## src/rtl/ppm_pkg.sv

```systemverilog
package ppm_pkg;

  typedef enum logic [2:0] {
    OP_NOP     = 3'd0,
    OP_ALLOC   = 3'd1,
    OP_RESET   = 3'd2,
    OP_RXPOP   = 3'd3,
    OP_RXFREE  = 3'd4,
    OP_RELEASE = 3'd5,
    OP_TXQ     = 3'd6,
    OP_TXCLR   = 3'd7
  } op_e;

  typedef enum logic [2:0] {
    EV_IDLE,
    EV_CMD,
    EV_ACK,
    EV_RX,
    EV_TX
  } ev_e;

  localparam int ST_RCV     = 0;
  localparam int ST_TXDONE  = 1;
  localparam int ST_TXEMPTY = 2;
  localparam int ST_ALLOC   = 3;

  localparam logic [7:0] ACK_CLEARABLE = 8'hD6;
  localparam logic [7:0] NO_PAGE       = 8'h80;
  localparam logic [7:0] STATUS_RESET  = 8'h04;

endpackage

```

## src/rtl/ppm_lowfree.sv

```systemverilog
module ppm_lowfree #(
  parameter int NUM_PAGES = 4,
  localparam int PW = (NUM_PAGES > 1) ? $clog2(NUM_PAGES) : 1
) (
  input  logic [NUM_PAGES-1:0] used,
  output logic                 found,
  output logic [PW-1:0]        idx
);

  always_comb begin
    found = 1'b0;
    idx   = '0;
    for (int i = NUM_PAGES - 1; i >= 0; i--) begin
      if (!used[i]) begin
        found = 1'b1;
        idx   = PW'(i);
      end
    end
  end

endmodule

```

## src/rtl/ppm_queue.sv

```systemverilog
module ppm_queue #(
  parameter int DEPTH = 4,
  parameter int DW    = 2,
  localparam int IW   = (DEPTH > 1) ? $clog2(DEPTH) : 1,
  localparam int CW   = $clog2(DEPTH + 1)
) (
  input  logic          clk,
  input  logic          rst_n,
  input  logic          clr,
  input  logic          push,
  input  logic          pop,
  input  logic [DW-1:0] din,
  output logic [DW-1:0] head,
  output logic [CW-1:0] count,
  output logic          empty,
  output logic          full
);

  logic [DW-1:0] slot_q [DEPTH];
  logic [DW-1:0] slot_d [DEPTH];
  logic [CW-1:0] cnt_q, cnt_d;
  logic          slot_en;

  assign empty = (cnt_q == '0);
  assign full  = (cnt_q == CW'(DEPTH));
  assign head  = slot_q[0];
  assign count = cnt_q;

  always_comb begin
    cnt_d   = cnt_q;
    slot_en = 1'b0;
    for (int i = 0; i < DEPTH; i++) slot_d[i] = slot_q[i];
    if (clr) begin
      cnt_d = '0;
    end else if (pop && !empty) begin
      slot_en = 1'b1;
      for (int i = 0; i < DEPTH - 1; i++) slot_d[i] = slot_q[i+1];
      cnt_d = cnt_q - 1'b1;
    end else if (push && !full) begin
      slot_en = 1'b1;
      slot_d[cnt_q[IW-1:0]] = din;
      cnt_d = cnt_q + 1'b1;
    end
  end

  always_ff @(posedge clk or negedge rst_n) begin
    if (!rst_n) cnt_q <= '0;
    else        cnt_q <= cnt_d;
  end

  always_ff @(posedge clk) begin
    if (slot_en) begin
      for (int i = 0; i < DEPTH; i++) slot_q[i] <= slot_d[i];
    end
  end

endmodule

```

## src/rtl/pkt_page_mmu.sv

```systemverilog
module pkt_page_mmu
  import ppm_pkg::*;
#(
  parameter int NUM_PAGES = 4,
  localparam int PW = (NUM_PAGES > 1) ? $clog2(NUM_PAGES) : 1,
  localparam int CW = $clog2(NUM_PAGES + 1)
) (
  input  logic          clk,
  input  logic          rst_n,
  input  logic          cmd_wr,
  input  logic [7:0]    cmd_byte,
  input  logic [PW-1:0] pkt_sel,
  input  logic          ack_wr,
  input  logic [7:0]    ack_data,
  input  logic          mask_wr,
  input  logic [7:0]    mask_data,
  input  logic          auto_release,
  input  logic          rx_req,
  output logic          rx_grant,
  output logic [PW-1:0] rx_page,
  input  logic          tx_pop,
  output logic          tx_valid,
  output logic [PW-1:0] tx_page,
  output logic          tx_accept,
  output logic [7:0]    alloc_result,
  output logic [7:0]    done_head,
  output logic [7:0]    rx_head,
  output logic [7:0]    irq_status,
  output logic [7:0]    irq_mask,
  output logic          irq
);

  logic [NUM_PAGES-1:0] used_q, used_d, used_rel;
  logic [7:0]           result_q, result_d;
  logic [7:0]           stat_q, stat_d;
  logic [7:0]           mask_q;

  logic          fnow_ok, frel_ok;
  logic [PW-1:0] fnow_idx, frel_idx;

  logic          txq_clr, txq_push, txq_pop;
  logic          dnq_clr, dnq_push, dnq_pop;
  logic          rxq_clr, rxq_push, rxq_pop;
  logic [PW-1:0] txq_din, dnq_din;
  logic [PW-1:0] txq_head, dnq_head, rxq_head;
  logic [CW-1:0] txq_cnt, dnq_cnt, rxq_cnt;
  logic          txq_empty, dnq_empty, rxq_empty;
  logic          txq_full, dnq_full, rxq_full;

  ev_e           ev;
  op_e           op;
  logic          rel_en;
  logic [PW-1:0] rel_page;
  logic          tx_empty_nx, done_busy_nx;

  assign op = op_e'(cmd_byte[7:5]);

  ppm_lowfree #(.NUM_PAGES(NUM_PAGES)) u_free_now (
    .used (used_q),
    .found(fnow_ok),
    .idx  (fnow_idx)
  );

  ppm_lowfree #(.NUM_PAGES(NUM_PAGES)) u_free_rel (
    .used (used_rel),
    .found(frel_ok),
    .idx  (frel_idx)
  );

  ppm_queue #(.DEPTH(NUM_PAGES), .DW(PW)) u_txq (
    .clk(clk), .rst_n(rst_n), .clr(txq_clr), .push(txq_push), .pop(txq_pop),
    .din(txq_din), .head(txq_head), .count(txq_cnt), .empty(txq_empty), .full(txq_full)
  );

  ppm_queue #(.DEPTH(NUM_PAGES), .DW(PW)) u_dnq (
    .clk(clk), .rst_n(rst_n), .clr(dnq_clr), .push(dnq_push), .pop(dnq_pop),
    .din(dnq_din), .head(dnq_head), .count(dnq_cnt), .empty(dnq_empty), .full(dnq_full)
  );

  ppm_queue #(.DEPTH(NUM_PAGES), .DW(PW)) u_rxq (
    .clk(clk), .rst_n(rst_n), .clr(rxq_clr), .push(rxq_push), .pop(rxq_pop),
    .din(fnow_idx), .head(rxq_head), .count(rxq_cnt), .empty(rxq_empty), .full(rxq_full)
  );

  // one event per cycle: host command > acknowledge > receive > transmit
  always_comb begin
    if (cmd_wr)                          ev = EV_CMD;
    else if (ack_wr)                     ev = EV_ACK;
    else if (rx_req && fnow_ok && !rxq_full) ev = EV_RX;
    else if (tx_pop && !txq_empty)       ev = EV_TX;
    else                                 ev = EV_IDLE;
  end

  // page freed this cycle, if any
  always_comb begin
    rel_en   = 1'b0;
    rel_page = pkt_sel;
    if (ev == EV_CMD && op == OP_RXFREE && !rxq_empty) begin
      rel_en   = 1'b1;
      rel_page = rxq_head;
    end else if (ev == EV_CMD && op == OP_RELEASE) begin
      rel_en   = 1'b1;
      rel_page = pkt_sel;
    end else if (ev == EV_TX && auto_release) begin
      rel_en   = 1'b1;
      rel_page = txq_head;
    end
    used_rel = used_q & ~(NUM_PAGES'(1) << rel_page);
  end

  always_comb begin
    used_d   = used_q;
    result_d = result_q;
    stat_d   = stat_q;
    txq_clr  = 1'b0; txq_push = 1'b0; txq_pop = 1'b0; txq_din = pkt_sel;
    dnq_clr  = 1'b0; dnq_push = 1'b0; dnq_pop = 1'b0; dnq_din = txq_head;
    rxq_clr  = 1'b0; rxq_push = 1'b0; rxq_pop = 1'b0;

    unique case (ev)
      EV_CMD: begin
        unique case (op)
          OP_ALLOC: begin
            result_d         = NO_PAGE;
            stat_d[ST_ALLOC] = 1'b0;
            if (fnow_ok) begin
              used_d           = used_q | (NUM_PAGES'(1) << fnow_idx);
              result_d         = {{(8-PW){1'b0}}, fnow_idx};
              stat_d[ST_ALLOC] = 1'b1;
            end
          end
          OP_RESET: begin
            used_d   = '0;
            result_d = 8'h00;
            txq_clr  = 1'b1;
            dnq_clr  = 1'b1;
            rxq_clr  = 1'b1;
          end
          OP_RXPOP, OP_RXFREE: begin
            rxq_pop        = 1'b1;
            stat_d[ST_RCV] = (rxq_cnt > CW'(1));
          end
          OP_TXQ:   txq_push = 1'b1;
          OP_TXCLR: begin
            txq_clr = 1'b1;
            dnq_clr = 1'b1;
          end
          default: ;
        endcase
      end
      EV_ACK: begin
        stat_d  = stat_q & ~(ack_data & ACK_CLEARABLE);
        dnq_pop = ack_data[ST_TXDONE];
      end
      EV_RX: begin
        used_d         = used_q | (NUM_PAGES'(1) << fnow_idx);
        rxq_push       = 1'b1;
        stat_d[ST_RCV] = 1'b1;
      end
      EV_TX: begin
        txq_pop  = 1'b1;
        dnq_push = !auto_release;
      end
      default: ;
    endcase

    if (rel_en) begin
      used_d = used_rel;
      if (result_q[7] && frel_ok) begin
        used_d           = used_rel | (NUM_PAGES'(1) << frel_idx);
        result_d         = {{(8-PW){1'b0}}, frel_idx};
        stat_d[ST_ALLOC] = 1'b1;
      end
    end

    tx_empty_nx  = txq_clr || (txq_empty && !txq_push) ||
                   (txq_cnt == CW'(1) && txq_pop);
    done_busy_nx = !dnq_clr && (dnq_push ||
                   (!dnq_empty && !(dnq_cnt == CW'(1) && dnq_pop)));
    if (tx_empty_nx)  stat_d[ST_TXEMPTY] = 1'b1;
    if (done_busy_nx) stat_d[ST_TXDONE]  = 1'b1;
    stat_d[7:4] = 4'h0;
  end

  always_ff @(posedge clk or negedge rst_n) begin
    if (!rst_n) begin
      used_q   <= '0;
      result_q <= 8'h00;
      stat_q   <= STATUS_RESET;
      mask_q   <= 8'h00;
    end else begin
      used_q   <= used_d;
      result_q <= result_d;
      stat_q   <= stat_d;
      if (mask_wr) mask_q <= mask_data;
    end
  end

  assign rx_grant     = (ev == EV_RX);
  assign rx_page      = fnow_idx;
  assign tx_accept    = (ev == EV_TX);
  assign tx_valid     = !txq_empty;
  assign tx_page      = txq_head;
  assign alloc_result = result_q;
  assign done_head    = dnq_empty ? NO_PAGE : {{(8-PW){1'b0}}, dnq_head};
  assign rx_head      = rxq_empty ? NO_PAGE : {{(8-PW){1'b0}}, rxq_head};
  assign irq_status   = stat_q;
  assign irq_mask     = mask_q;
  assign irq          = |(stat_q & mask_q);

endmodule

```

## config.mk

```make
export PLATFORM = sky130hd
export DESIGN_NAME = pkt_page_mmu
export DESIGN_NICKNAME = d
export VERILOG_FILES = /design/src/rtl/ppm_pkg.sv /design/src/rtl/ppm_lowfree.sv /design/src/rtl/ppm_queue.sv /design/src/rtl/pkt_page_mmu.sv
export SDC_FILE = /design/constraint.sdc
export NUM_CORES = 1
export LEC_CHECK = 0
export BUFFER_PORTS_ARGS = -buffer_cell sky130_fd_sc_hd__buf_4
export CORE_ASPECT_RATIO = 1.2
export CORE_UTILIZATION = 50
export DETAILED_ROUTE_END_ITERATION = 7
export HOLD_SLACK_MARGIN = 0.02
export PLACE_DENSITY = 0.72
export RECOVER_POWER = 50
export SLEW_MARGIN = 20
export SYNTH_ARGS = -nofsm -noshare
export SYNTH_HDL_FRONTEND = slang
export SYNTH_SLANG_ARGS = --single-unit
export TNS_END_PERCENT = 50
```

## constraint.sdc

```tcl
create_clock -name clk -period 3.9 [get_ports clk]
set_clock_uncertainty 0.15 [all_clocks]
set_input_delay 0.78 -clock clk [delete_from_list [all_inputs] [get_ports clk]]
set_output_delay 0.78 -clock clk [all_outputs]
set_load 0.02 [all_outputs]
```

* Word level (Yosys, flattened, before mapping)
Memory sizes are Yosys's and may differ from the RTL's.
Cells that the tools add are included.
** Word-level totals
- Memories :: 3
- Word-level logic and storage cells :: 213
- Input port bits :: 34
- Register bits :: 33
- Output and inout bits :: 48
- RAM bits :: 24
** Operators by class
- Reduce and logical (&&, ||, !) cells :: 50
- $add $sub $neg :: 6
- Equality and inequality tests :: 19
- Order comparisons :: 7
- Bitwise logic cells :: 10
- Shift-type cells :: 3
- Mux-type cells :: 105
** Memory list
- u_dnq.slot_q :: depth 4, bits a word 2, read ports 4, clocked after memory_dff 0, write ports 4, line ppm_queue.sv:19 : logic [DW-1:0] slot_q [DEPTH];
- u_rxq.slot_q :: depth 4, bits a word 2, read ports 4, clocked after memory_dff 0, write ports 4, line ppm_queue.sv:19
- u_txq.slot_q :: depth 4, bits a word 2, read ports 4, clocked after memory_dff 0, write ports 4, line ppm_queue.sv:19
** Operators with widths (count)
- 8-bit two-way mux :: 12
- 1-bit two-way mux :: 45
- 3-bit two-way mux :: 13
- 2-bit two-way mux :: 18
- 8-bit bitwise mux :: 3
- 3-bit == test (second input constant) :: 8
- 1-bit logical AND :: 22
- 6-bit two-way mux :: 3
- 4-bit case mux with 2 select lines :: 2
- 8-bit case mux with 2 select lines :: 1
- 3-bit nonzero test :: 5
- 2-bit demux with 2-bit select :: 3
- 3-bit by 1-bit == test with 1-bit output (second input constant) :: 4
- 3-bit by 2-bit == test with 1-bit output (second input constant) :: 4
- 4-bit two-way mux :: 3
- 1-bit by 2-bit << shifter with 4-bit output (first input constant) :: 3
- 1-bit logical NOT :: 10
- 3-bit by 1-bit adder with 3-bit output (second input constant) :: 3
- 3-bit greater-or-equal comparator (second input constant) :: 3
- 3-bit logical NOT :: 3
- 3-bit by 1-bit < comparator with 1-bit output (second input constant) :: 3
- 2-bit inverter with 3-bit output :: 3
- 3-bit by 1-bit subtractor with 3-bit output (second input constant) :: 3
- 4-bit AND :: 2
- 16 further kinds :: 21

* Depth between registers and ports, before layout
- Depth in word-level cells :: 25
- Depth in mapped cells :: 9
- Mapped depth without buffers :: 8

* By module
Synthesis repeated with hierarchy kept, for this count alone.
** Second synthesis, totals
- Cell total of the unflattened synthesis :: 364
- Area, all modules :: 3689.8 um^2
** Modules (own cells, without submodules)
- pkt_page_mmu :: seq. area each 601.8 um^2, area each 1664.1 um^2, cells an instance 167, instances 1
- ppm_queue at u_dnq ... :: seq. area each 315.3 um^2, area each 671.9 um^2, cells an instance 63, instances 2
- ppm_queue at u_txq :: seq. area each 315.3 um^2, area each 624.3 um^2, cells an instance 61, instances 1
- ppm_lowfree :: seq. area each 0.0 um^2, area each 28.8 um^2, cells an instance 5, instances 2

* Worst setup path after synthesis
OpenSTA, ideal clock, no wires.
- Path type :: input -> output
- Start point :: input ack_wr
- End point :: output tx_accept
- Arrival :: 1920 ps
- Stages :: 4
- Slack :: 1050 ps
- Required time :: 2970 ps
- Path through :: or3b_1 > a211o_1 > inv_1 > clkbuf_1
** On the way
- Cells in the longest elaborated chain, start to end :: 3
** Ends and longest elaborated chain
- from (decl) :: line pkt_page_mmu.sv:13 : input logic ack_wr,
- 3-bit two-way mux :: line pkt_page_mmu.sv:88 : else if (ack_wr) ev = EV_ACK;
- 3-bit two-way mux :: line pkt_page_mmu.sv:87 : if (cmd_wr) ev = EV_CMD;
- 3-bit == test :: line pkt_page_mmu.sv:200 : assign tx_accept = (ev == EV_TX);
- to (decl) :: line pkt_page_mmu.sv:24 : output logic tx_accept,
Every way passes these cells.

* Final worst setup path
- Start point :: register u_rxq.cnt_q[0], in the netlist u_rxq.count[0]
- End point :: output tx_accept
** On the way
- Cells in the longest elaborated chain, start to end :: 7
** Ends and longest elaborated chain
- from (decl) :: line ppm_queue.sv:21 : logic [CW-1:0] cnt_q, cnt_d;
- from (signal assigned) :: line ppm_queue.sv:48 : else cnt_q <= cnt_d;
- 3-bit == test :: line ppm_queue.sv:25 : assign full = (cnt_q == CW'(DEPTH));
- 1-bit logical NOT :: line pkt_page_mmu.sv:89 : else if (rx_req && fnow_ok && !rxq_full) ev = EV_RX;
- 1-bit logical AND :: line pkt_page_mmu.sv:89
- 3-bit two-way mux :: line pkt_page_mmu.sv:89
- 3-bit two-way mux :: line pkt_page_mmu.sv:88
- 3-bit two-way mux :: line pkt_page_mmu.sv:87
- 3-bit == test :: line pkt_page_mmu.sv:200
Every way passes these cells.

==> flow_summary.json <==
{
  "outcome": "finished, violations left",
  "violations": "capacitance limit, slew limit",
  "placed_cell_area_mm2": 0.00367,
  "drive_above_1_share_pct": 16.4,
  "final_nets": 411,
  "ctsResizeCount": 0,
  "power_per_cell_area_mw_per_mm2": 592,
  "worst_slack_ps": 692,
  "min_period_ps": 3210,
  "fin_crit_sh_pct": 82.3,
  "clkTransAtPathRegs_ps": 60,
  "diodes": 0,
  "start_kind": "register",
  "io_pins": 82,
  "final_cell_count_no_fill": 448,
  "core_mm2": 0.00617,
  "syn_area_mm2": 0.00325,
  "track_usage_pct": 22.7,
  "grt_pass1_vias": 2442,
  "synth_top_area_cell": "dfrtp_1",
  "yosys_warnings": 0,
  "gr-total-overflow": 0,
  "rsz0062_at_grt": "no",
  "tightest_slew_ps": 1790,
  "maxCapViolCount": 1,
  "gp_congestion": 0.836,
  "vias": 2558,
  "wire_per_inst_um": 15.8,
  "io_buffers": 56,
  "fmax_mhz": 312,
  "setup_tns_ps": 0,
  "cts.path.max_buffers": 2,
  "clock-root-buffer": "clkbuf_8",
  "htreeDepth": 3,
  "area_growth_pct": 16.0,
  "die_w_um": 75.6,
  "ctsHoldBuffers": 0,
  "grt_pass1_wl_um": 11700,
  "yosys.area.top_type_share_pct": 24.6,
  "dp_hpwl_um": 5170,
  "clk_latency_ps": 340,
  "start_util_pct": 52.7,
  "cp.arrival_ps": 2280,
  "hold_viol": 0,
  "rows": 31,
  "place_inst": 432,
  "route.detailed.drc": 0,
  "first_iter_violations": 235,
  "die_y_um": 90.4,
  "pre_cts_slack_ps": 826,
  "drv_slew": 34,
  "ir_drop_v": 0.000302,
  "cts_buffers": 9,
  "slew_headroom_pct": -19.1,
  "yosysSeqAreaShare_pct": 47.6,
  "fillers": 539,
  "antenna_found_initial": 0,
  "wl_um": 7090,
  "cts.sinks": 57,
  "seqCellArea_mm2": 0.00155,
  "ant_nets": 0,
  "finalPower_mw": 2.23,
  "ys_ff_latch": 57,
  "end_kind": "output port",
  "synth.area.top_cells": "dfrtp_1, edfxtp_1, ha_1",
  "firstDrtPassIters": 4,
  "hold_path_class": "register to register",
  "cp.required_ps": 2970,
  "cts_post_setup_buffers_inserted": 0,
  "crit_fanout": 11,
  "dieArea_mm2": 0.00683,
  "grt_max_degree": 34,
  "crit_type": "register to output port",
  "synth_area_per_cell_um2": 10.6,
  "p_leak_nw": 1.67,
  "finalSetupViolations": 0,
  "viasPerCell": 5.71,
  "syn_inst": 307,
  "synth-edff-count": 24,
  "cts_tree": "yes",
  "multi_input_area_mm2": 0.00153,
  "synth.distinct_cells": 53,
  "synthFlopType": "dfrtp_1",
  "final_cell_area_mm2": 0.00377,
  "async_flop_share_pct": 57.9,
  "r2r_slack_ps": 1060
}
[registers in the layout (all words and copies together), names as in the netlist]
name and flops:
alloc_result 8, irq_mask 8, irq_status 4, u_dnq.count 3
u_dnq.slot_q 8, u_rxq.count 3, u_rxq.slot_q 8, u_txq.count 3
u_txq.slot_q 8, used_q 4
[where the power goes]
part	total (mW)	leakage [nW]	switching, mW	internal [mW]
clock network	0.554	0.103	0.226	0.328
registers	0.869	0.628	0.118	0.751
logic	0.810	0.934	0.489	0.321
total	2.23	1.67	0.833	1.40
[cell type report]
class                   count  share of cell area, %
well taps                  82                   2.72
multi-input cells         222                   40.6
inverters                  11                   1.09
clock buffers              13                   4.21
flip-flops and latches     57                   41.0
clock inverters             3                   1.06
repair buffers             60                   9.25
[final timing paths]
| check | from | end | depth (start not counted) |
|---|---|---|---|
| worst min-delay path | irq_mask[5]$_DFFE_PN0P_ | irq_mask[5]$_DFFE_PN0P_ | 1 |
| worst max register to register | u_rxq.count[0]$_DFFE_PN0P_ | alloc_result[0]$_DFF_PN0_ | 8 |
| worst min register to register | irq_mask[5]$_DFFE_PN0P_ | irq_mask[5]$_DFFE_PN0P_ | 1 |
| max in group asynchronous | rst_n | u_dnq.count[0]$_DFFE_PN0P_ | 1 |
| worst max-delay path | u_rxq.count[0]$_DFFE_PN0P_ | tx_accept | 6 |
| min in group asynchronous | rst_n | alloc_result[5]$_DFF_PN0_ | 1 |
[routing by layer]
metal  GRT usage (%)  share of wire [%]  vias up
met1            29.1                 43     1251
li1                -                  -     1211
met3            6.25                4.0       22
met5               0                  0        -
met2            35.2                 50       74
met4            10.0                3.0        0
[cells in the mapped netlist, types with 7 or more instances]
cell       n
edfxtp_1  24
ha_1      16
buf_4     17
and3_1     7
mux2_2     8
and2_1    10
nand3_1    8
inv_1     11
nor2_1    17
nor2b_1    8
clkbuf_1  10
a21oi_1    9
nand2_1   28
dfrtp_1   32
a32o_1    16
o21ai_0   11
[kinds of logic after synthesis]
| group | Yosys count | synth area share [%] |
|---|---|---|
| buffers and inverters | 41 | 6.81 |
| and+or+nand+nor | 97 | 15.3 |
| muxes | 14 | 5.31 |
| xor gates and xnor gates | 3 | 0.808 |
| other | 1 | 0.115 |
| AOI/OAI and AO/OA | 78 | 17.9 |
| adders and majority gates | 16 | 6.15 |
| DFF | 57 | 47.6 |
[worst max-delay path, stage by stage, from the launching register on]
cell and delay [ps]:
dfrtp_1 380, inv_1 120, ha_1 270, a21boi_0 400, a211o_1 330, inv_1 220
buf_4 210
[cell usage in the layout, fill, tap and decap left out, types with 2 or more instances in the layout]
cell and instances:
a211o_1 2, a211oi_1 3, a21boi_0 3, a21o_1 6, a21oi_1 9, a22o_1 5, a22oi_1 6, a31oi_1 3
a32o_1 16, and2_1 9, and3_1 7, and3b_1 2, buf_4 33, clkbuf_1 29, clkbuf_8 11, clkinv_2 2
conb_1 14, dfrtp_1 32, edfxtp_1 24, ha_1 16, inv_1 11, mux2_2 8, mux2_4 2, mux2i_1 3
nand2_1 28, nand2b_1 2, nand3_1 8, nand3b_1 2, nor2_1 17, nor2b_1 8, nor3_1 5, nor3b_1 2
o21ai_0 11, o21ai_1 2, o22ai_1 3, o31ai_1 2, xnor2_1 2
[per-stage QoR]
step | util, % | hold slack (ps)
detailed placement | 59.6 | 347
floorplan | - | 334
global placement | 59.6 | 343
CTS | 62.8 | 229
global route | 61.2 | 379
finish | 61.2 | 358
Power figures use the tool's default switching activity.
